==> src/rtl/noise_gen_pkg.sv <==
package noise_gen_pkg;
  localparam int DATA_W_DEF = 12;
  localparam int SEL_W_DEF  = 4;

  typedef enum logic [1:0] {
    WAVE_OFF   = 2'b00,
    WAVE_NOISE = 2'b01,
    WAVE_TRI_A = 2'b10,
    WAVE_TRI_B = 2'b11
  } wave_e;
endpackage

==> src/rtl/nz_lfsr.sv <==
module nz_lfsr #(
  parameter int           W       = 12,
  parameter logic [W-1:0] TAPS    = 12'h053,
  parameter logic [W-1:0] PRELOAD = 12'h0AA
) (
  input  logic         clk,
  input  logic         rst,
  input  logic         reload,
  input  logic         step,
  output logic [W-1:0] state_q
);
  logic fb;

  // parity of tapped bits, with zero-state escape
  assign fb = (^(state_q & TAPS)) | ~(|state_q);

  always_ff @(posedge clk) begin
    if (rst || reload)
      state_q <= PRELOAD;
    else if (step)
      state_q <= {fb, state_q[W-1:1]};
  end
endmodule

==> src/rtl/nz_mask.sv <==
module nz_mask #(
  parameter int W     = 12,
  parameter int SEL_W = 4
) (
  input  logic             clk,
  input  logic             rst,
  input  logic             capture,
  input  logic [SEL_W-1:0] sel,
  output logic [SEL_W-1:0] sel_q,
  output logic [W-1:0]     mask
);
  always_ff @(posedge clk) begin
    if (rst)
      sel_q <= '0;
    else if (capture)
      sel_q <= sel;
  end

  // bit i is open when the selector reaches i
  for (genvar i = 0; i < W; i++) begin : g_bit
    localparam logic [SEL_W-1:0] IDX = SEL_W'(i);
    assign mask[i] = (sel_q >= IDX);
  end
endmodule

==> src/rtl/nz_sum_pipe.sv <==
module nz_sum_pipe #(
  parameter int W   = 12,
  parameter int LAT = 3
) (
  input  logic         clk,
  input  logic         rst,
  input  logic         in_vld,
  input  logic [W-1:0] base,
  input  logic [W-1:0] offs,
  output logic [W-1:0] dout,
  output logic         dout_vld
);
  localparam int NSTG = LAT - 1;

  logic [W:0]   sum_w;
  logic [W-1:0] sat_w;
  logic [W-1:0] pd [NSTG];
  logic [NSTG-1:0] pv;

  assign sum_w = {1'b0, base} + {1'b0, offs};
  assign sat_w = sum_w[W] ? {W{1'b1}} : sum_w[W-1:0];

  for (genvar s = 0; s < NSTG; s++) begin : g_stg
    if (s == 0) begin : g_head
      always_ff @(posedge clk) begin
        if (rst) begin
          pv[0] <= 1'b0;
          pd[0] <= '0;
        end else begin
          pv[0] <= in_vld;
          pd[0] <= sat_w;
        end
      end
    end else begin : g_tail
      always_ff @(posedge clk) begin
        if (rst) begin
          pv[s] <= 1'b0;
          pd[s] <= '0;
        end else begin
          pv[s] <= pv[s-1];
          pd[s] <= pd[s-1];
        end
      end
    end
  end

  always_ff @(posedge clk) begin
    if (rst) begin
      dout     <= '0;
      dout_vld <= 1'b0;
    end else begin
      dout_vld <= pv[NSTG-1];
      if (pv[NSTG-1])
        dout <= pd[NSTG-1];
    end
  end
endmodule

==> src/rtl/noise_offset_gen.sv <==
module noise_offset_gen
  import noise_gen_pkg::*;
#(
  parameter int           W       = DATA_W_DEF,
  parameter int           SEL_W   = SEL_W_DEF,
  parameter int           LAT     = 3,
  parameter logic [W-1:0] TAPS    = 12'h053,
  parameter logic [W-1:0] PRELOAD = 12'h0AA
) (
  input  logic             clk,
  input  logic             rst,
  input  logic             chan_en,
  input  logic             trig_en,
  input  logic [1:0]       wave_mode,
  input  logic [SEL_W-1:0] mask_sel,
  input  logic             trig,
  input  logic [W-1:0]     base,
  output logic [W-1:0]     dout,
  output logic             dout_vld
);
  logic             accept;
  logic             reload;
  logic [W-1:0]     lfsr_q;
  logic [W-1:0]     mask;
  logic [SEL_W-1:0] sel_q;

  assign reload = (wave_e'(wave_mode) == WAVE_OFF);
  assign accept = trig & trig_en & (wave_e'(wave_mode) == WAVE_NOISE);

  nz_lfsr #(.W(W), .TAPS(TAPS), .PRELOAD(PRELOAD)) u_lfsr (
    .clk     (clk),
    .rst     (rst),
    .reload  (reload),
    .step    (accept),
    .state_q (lfsr_q)
  );

  nz_mask #(.W(W), .SEL_W(SEL_W)) u_mask (
    .clk     (clk),
    .rst     (rst),
    .capture (~chan_en),
    .sel     (mask_sel),
    .sel_q   (sel_q),
    .mask    (mask)
  );

  nz_sum_pipe #(.W(W), .LAT(LAT)) u_pipe (
    .clk      (clk),
    .rst      (rst),
    .in_vld   (accept),
    .base     (base),
    .offs     (lfsr_q & mask),
    .dout     (dout),
    .dout_vld (dout_vld)
  );
endmodule

==> config.mk <==
export PLATFORM = sky130hd
export DESIGN_NAME = noise_offset_gen
export DESIGN_NICKNAME = d
export VERILOG_FILES = /design/src/rtl/noise_gen_pkg.sv /design/src/rtl/nz_lfsr.sv /design/src/rtl/nz_mask.sv /design/src/rtl/nz_sum_pipe.sv /design/src/rtl/noise_offset_gen.sv
export SDC_FILE = /design/constraint.sdc
export NUM_CORES = 1
export LEC_CHECK = 0
export ABC_AREA = 1
export ABC_CLOCK_PERIOD_IN_PS = 1800
export CORE_UTILIZATION = 41
export CTS_BUF_LIST = sky130_fd_sc_hd__clkbuf_4
export DETAILED_ROUTE_END_ITERATION = 10
export DONT_BUFFER_PORTS = 1
export PLACE_DENSITY = 0.65
export SLEW_MARGIN = 20
export SYNTH_ARGS = -nofsm -noshare
export SYNTH_HDL_FRONTEND = slang
export SYNTH_HIERARCHICAL = 1
export SYNTH_SLANG_ARGS = --single-unit
==> constraint.sdc <==
create_clock -name clk -period 1.8 [get_ports clk]
set_input_delay 0.18 -clock clk [delete_from_list [all_inputs] [get_ports clk]]
set_output_delay 0.18 -clock clk [all_outputs]
set_load 0.005 [all_outputs]
=== After elaboration in Yosys (flattened, before gate mapping) ===
Memory sizes are Yosys's and may differ from the RTL's. A register that Yosys moved wholly into a read port is not among the register bits.
Cells that the tools add are included.

* Add/subtract/negate cells: 1
* Order comparisons: 12
* Equality and inequality tests: 1
* Multiplexer cells: 6
* Bitwise gates (word level): 7
* Reduce and logical (&&, ||, !) cells: 4

{| class="wikitable"
|+ Operators by type and width
! operator !! count
|-
| 12-bit 2-to-1 mux || 3
|-
| 4-bit by 3-bit >= comparator with 1-bit output, second input constant || 4
|-
| 4-bit >= comparator, second input constant || 4
|-
| 12-bit by 12-bit adder with 13-bit output || 1
|-
| 12-bit AND || 1
|-
| 12-bit OR reduction || 1
|-
| 12-bit parity || 1
|-
| 4-bit by 1-bit >= comparator with 1-bit output, second input constant || 2
|-
| 4-bit by 2-bit >= comparator with 1-bit output, second input constant || 2
|-
| 1-bit 2-to-1 mux || 3
|-
| 1-bit bitwise OR || 3
|-
| 1-bit AND || 2
|-
| 2-bit by 1-bit == test with 1-bit output, second input constant || 1
|-
| 2-bit zero test || 1
|-
| 1-bit logical OR || 1
|-
| 1-bit inverter || 1
|}

* Register bits: 19
* RAM bits: 24
* Bits of input ports: 23
* Memories kept: 1

{| class="wikitable"
|+ Memories
! name !! words !! bits a word !! rd ports !! clocked after Yosys merged registers in !! wr ports !! RTL line !! source
|-
| u_pipe.pd || 2 || 12 || 2 || 1 || 2 || nz_sum_pipe.sv:17 || <nowiki>logic [W-1:0] pd [NSTG];</nowiki>
|}

=== Longest topological paths before layout ===
* Word-level depth: 5
* Gate-level depth with buffers: 15

=== Hierarchy ===
The synthesis kept the hierarchy.

{| class="wikitable"
|+ By module, submodules not included
! module !! instances !! cells each !! area each (µm²) !! sequential area each (µm²)
|-
| nz_sum_pipe || 1 || 265 || 1870.5 || 780.7
|-
| nz_lfsr || 1 || 69 || 519.2 || 240.2
|-
| nz_mask || 1 || 50 || 270.3 || 80.1
|-
| noise_offset_gen || 1 || 30 || 115.1 || 0.0
|}

=== Least setup slack after synthesis ===
OpenSTA, ideal clock, no wires.

* Path type: register to register
* Start: register u_mask.sel_q[3]
* End: memory u_pipe.pd[0][6]
* Setup time: 0.128 ns
* Data arrival time: 1.800 ns
* Required time: 1.672 ns
* Path slack: -0.127 ns
* Cell stages (with the launch flop): 14
* Buffers on the path: 0
* Cell sequence: dfxtp_1 > nor2_1 > nand2_1 > nand2_1 > inv_1 > fa_1 > nand3_1 > inv_1 > nor2_4 > nor2_4 > nor2_4 > inv_2 > a21oi_2 > nor2_1

{| class="wikitable"
|+ RTL lines
! what !! RTL line !! source
|-
| start: declaration || nz_mask.sv:9 || <nowiki>output logic [SEL_W-1:0] sel_q,</nowiki>
|-
| start signal: assignment || nz_mask.sv:16 || <nowiki>sel_q <= sel;</nowiki>
|-
| end: declaration || nz_sum_pipe.sv:17 ||
|}

==> run summary <==
Run status: finished, violations left
Failing checks: design-rule violations, negative hold slack, negative setup slack
Die Area: 0.00710 mm^2
Final cell count without fillers: 538
Max Cap Viol: 0
Number of diodes: 0
Fin crit period: 1.89 ns
Final Hold Fails: 9
Sw power: 709 uW
Max IR drop VDD: 324 uV
Layout cells sized above 1: 0.241
Clk_skew: 0.0235 ns
Largest net degree at the start of global routing: 28
RSZ-0062 raised after global routing: yes
CTS tree: done
Period Utilization, post-route: 1.05
Cell internal pwr: 1700 uW
HP Class: primary input to register
Worst slack at placement: -0.178 ns
CTS H-tree lvls: 2
Sequential element share of the synthesized area: 0.397
Routed wire length on met3: 298 um
Most common cell after layout, fill and taps aside: nand2_1
FF-to-FF setup slack: -0.09 ns
First-pass GRT wire length: 10,800 um
Vias per cell: 4.73
Clk sink count: 55
Sw Share: 0.295
WL/cell: 11.8 um
Port bufs: 0
Pleak: 0.00185 uW
Setup Crit Path Kind: register to register
Area Growth Syn to Fin: 29.5%
DR WL met2: 3410 um
Placed instance count: 506
Library cells used by synthesis: 26
Die X-Extent: 84.3 um
Hold slack: -0.157 ns
Vias in the first global route: 2,537
Residual DRC: 6
Worst Path Arrival: 2.19 ns
Post-route ant nets: 0
Met1 WL: 2590 um
Clock Power Share: 0.247
Syn_nets: 451
Cell Area, Synth: 0.00278 mm^2
DR top layer: met4
CTS Root Cell: clkbuf_4
Max clock buf depth: 2
Hpwl dp: 4340 um
Total grt overflow: 0
Avg Cell Area, Syn: 6.70 um^2
Nets: 497
Post-CTS Repair Setup Buffers: 0
Die height: 84.3 um
Startpoint Class: register
DRT Pass-1 Iters: 7
Comb power frac: 0.207
Clk_lat worst skew: 0.38 ns
Antenna violations before repair: 0
Power share of the sequential group: 0.546
Vias: 2,547
Synthesized instance count: 414
Tot GR Track Use: 0.191
Yosys warns: 6
CP max FO: 5
Pwr/cell area: 669 mW/mm^2
Starting Density: 0.430
Inserted Clock Buffers: 5
Gpl congestion: 0.841
Max Fclk: 0.529 GHz
Worst EP required: 2.09 ns
# IOs: 36
Synthesis-stage register bit count: 55
Hold buffer count at CTS: 23
CORE AREA: 0.00646 mm^2
TNS Setup: -0.548 ns
Post-Route WL: 6350 um
Core Rows: 29
Final setup vio count: 11
Worst setup EP type: register
Final Max Tran Viols: 0
Drt initial violations: 110
Final WS setup: -0.0907 ns
Reg clk slew, reported paths: 0.18 ns
Commonest non-fill, non-tap cells in the layout: 77 x nand2_1, 73 x inv_1, 61 x nor2_1
[repair_timing]
action / 4_1_cts / 5_1_grt
pin swaps: 14 / 6
setup endpoints to repair: 12 / 12
hold endpoints to repair: 32 / 9
gates resized for setup: 46 / 20
gates cloned: 1 / 0
[per-layer routing]
| layer | global-route usage | up-vias |
|---|---|---|
| li1 | - | 1336 |
| met1 | 0.196 | 1162 |
| met2 | 0.382 | 45 |
| met3 | 0.0501 | 4 |
| met4 | 0.0455 | 0 |
| met5 | 0 | - |
[worst paths after layout]
kind	from	endpoint	cells past startpoint
worst min register to register	u_pipe/pd[1][9]$_SDFF_PP0_	u_pipe/dout[9]$_SDFFE_PP0P_	2
worst max-delay path	u_mask/sel_q[3]$_SDFFE_PP0P_	u_pipe/pd[0][6]$_SDFF_PP0_	13
worst max register to register	u_mask/sel_q[3]$_SDFFE_PP0P_	u_pipe/pd[0][6]$_SDFF_PP0_	13
worst min-delay path	rst	u_pipe/pd[0][1]$_SDFF_PP0_	1
[through the flow]
step	power (uW)	cell area, um^2	util
floorplan	1600	2790	-
global placement	1700	3030	0.469
detailed placement	1710	3030	0.469
CTS	2400	3540	0.548
global route	2550	3590	0.556
finish	2410	3590	0.556
[cell families after synthesis]
kind of cell / count (synthesis) / share of synthesized area
AO/OA/AOI/OAI: 51 / 0.0996
flip-flops: 55 / 0.397
XOR/XNOR: 5 / 0.0158
adder cells (fa/ha/maj): 14 / 0.0658
buffers and inverters: 97 / 0.137
AND/OR/NAND/NOR: 191 / 0.284
other: 1 / 0.00135
[synth_stat cells]
| library cell | instances | share of area |
|---|---|---|
| clkbuf_1 | 6 | 0.0081 |
| inv_1 | 81 | 0.11 |
| nand4_1 | 3 | 0.0068 |
| conb_1 | 1 | 0.0014 |
| buf_4 | 3 | 0.0081 |
| o211ai_1 | 4 | 0.011 |
| xor2_1 | 2 | 0.0063 |
| nor2_1 | 69 | 0.093 |
| nand2_2 | 3 | 0.0068 |
| inv_2 | 4 | 0.0054 |
| nor2_2 | 5 | 0.011 |
| nand2_1 | 92 | 0.12 |
| a21oi_2 | 2 | 0.0063 |
| ha_1 | 13 | 0.059 |
| xnor2_1 | 3 | 0.0095 |
| nand3_1 | 15 | 0.027 |
| buf_2 | 3 | 0.0054 |
| o21ai_0 | 17 | 0.031 |
| a21oi_1 | 18 | 0.032 |
| fa_1 | 1 | 0.0072 |
| o21bai_1 | 1 | 0.0027 |
| or2_2 | 1 | 0.0023 |
| dfxtp_1 | 55 | 0.40 |
| nor2_4 | 3 | 0.012 |
| o21ai_1 | 8 | 0.014 |
| a31oi_1 | 1 | 0.0023 |
[sequential cells by signal (all words and copies together) (netlist names)]
name,flops
u_pipe/dout,12
u_pipe/pd,24
u_pipe/pv,2
u_lfsr/state_q,12
u_mask/sel_q,4
u_pipe/dout_vld,1
[power groups by stage]
stage | clock network [uW] | logic [uW] | registers (uW)
final | 595 | 498 | 1310
after global routing | 671 | 554 | 1320
after CTS | 616 | 476 | 1310
after detailed placement | 0 | 372 | 1340
after global placement | 0 | 368 | 1330
after floorplan | 0 | 265 | 1330
[critical path: stages, from the launching register on]
cell and delay [ns]:
dfxtp_4 0.41, nor2_4 0.14, nand2_1 0.07, nand2_1 0.08, inv_2 0.05, fa_2 0.37, nand3_2 0.09, inv_2 0.05
nor2_4 0.12, nor2_4 0.06, nor2_4 0.15, inv_2 0.08, a21oi_2 0.10, nor2_1 0.05
[final cells by class]
type,instances,area (um^2)
clock buffer,5,37.5
clock inverter,3,27.5
fill,607,2870
inverter,85,327
multi-input combinational,263,1550
sequential,55,1120
tap,77,96.3
timing repair buffer,50,440
Note: power is estimated with default switching activity, not from simulation.
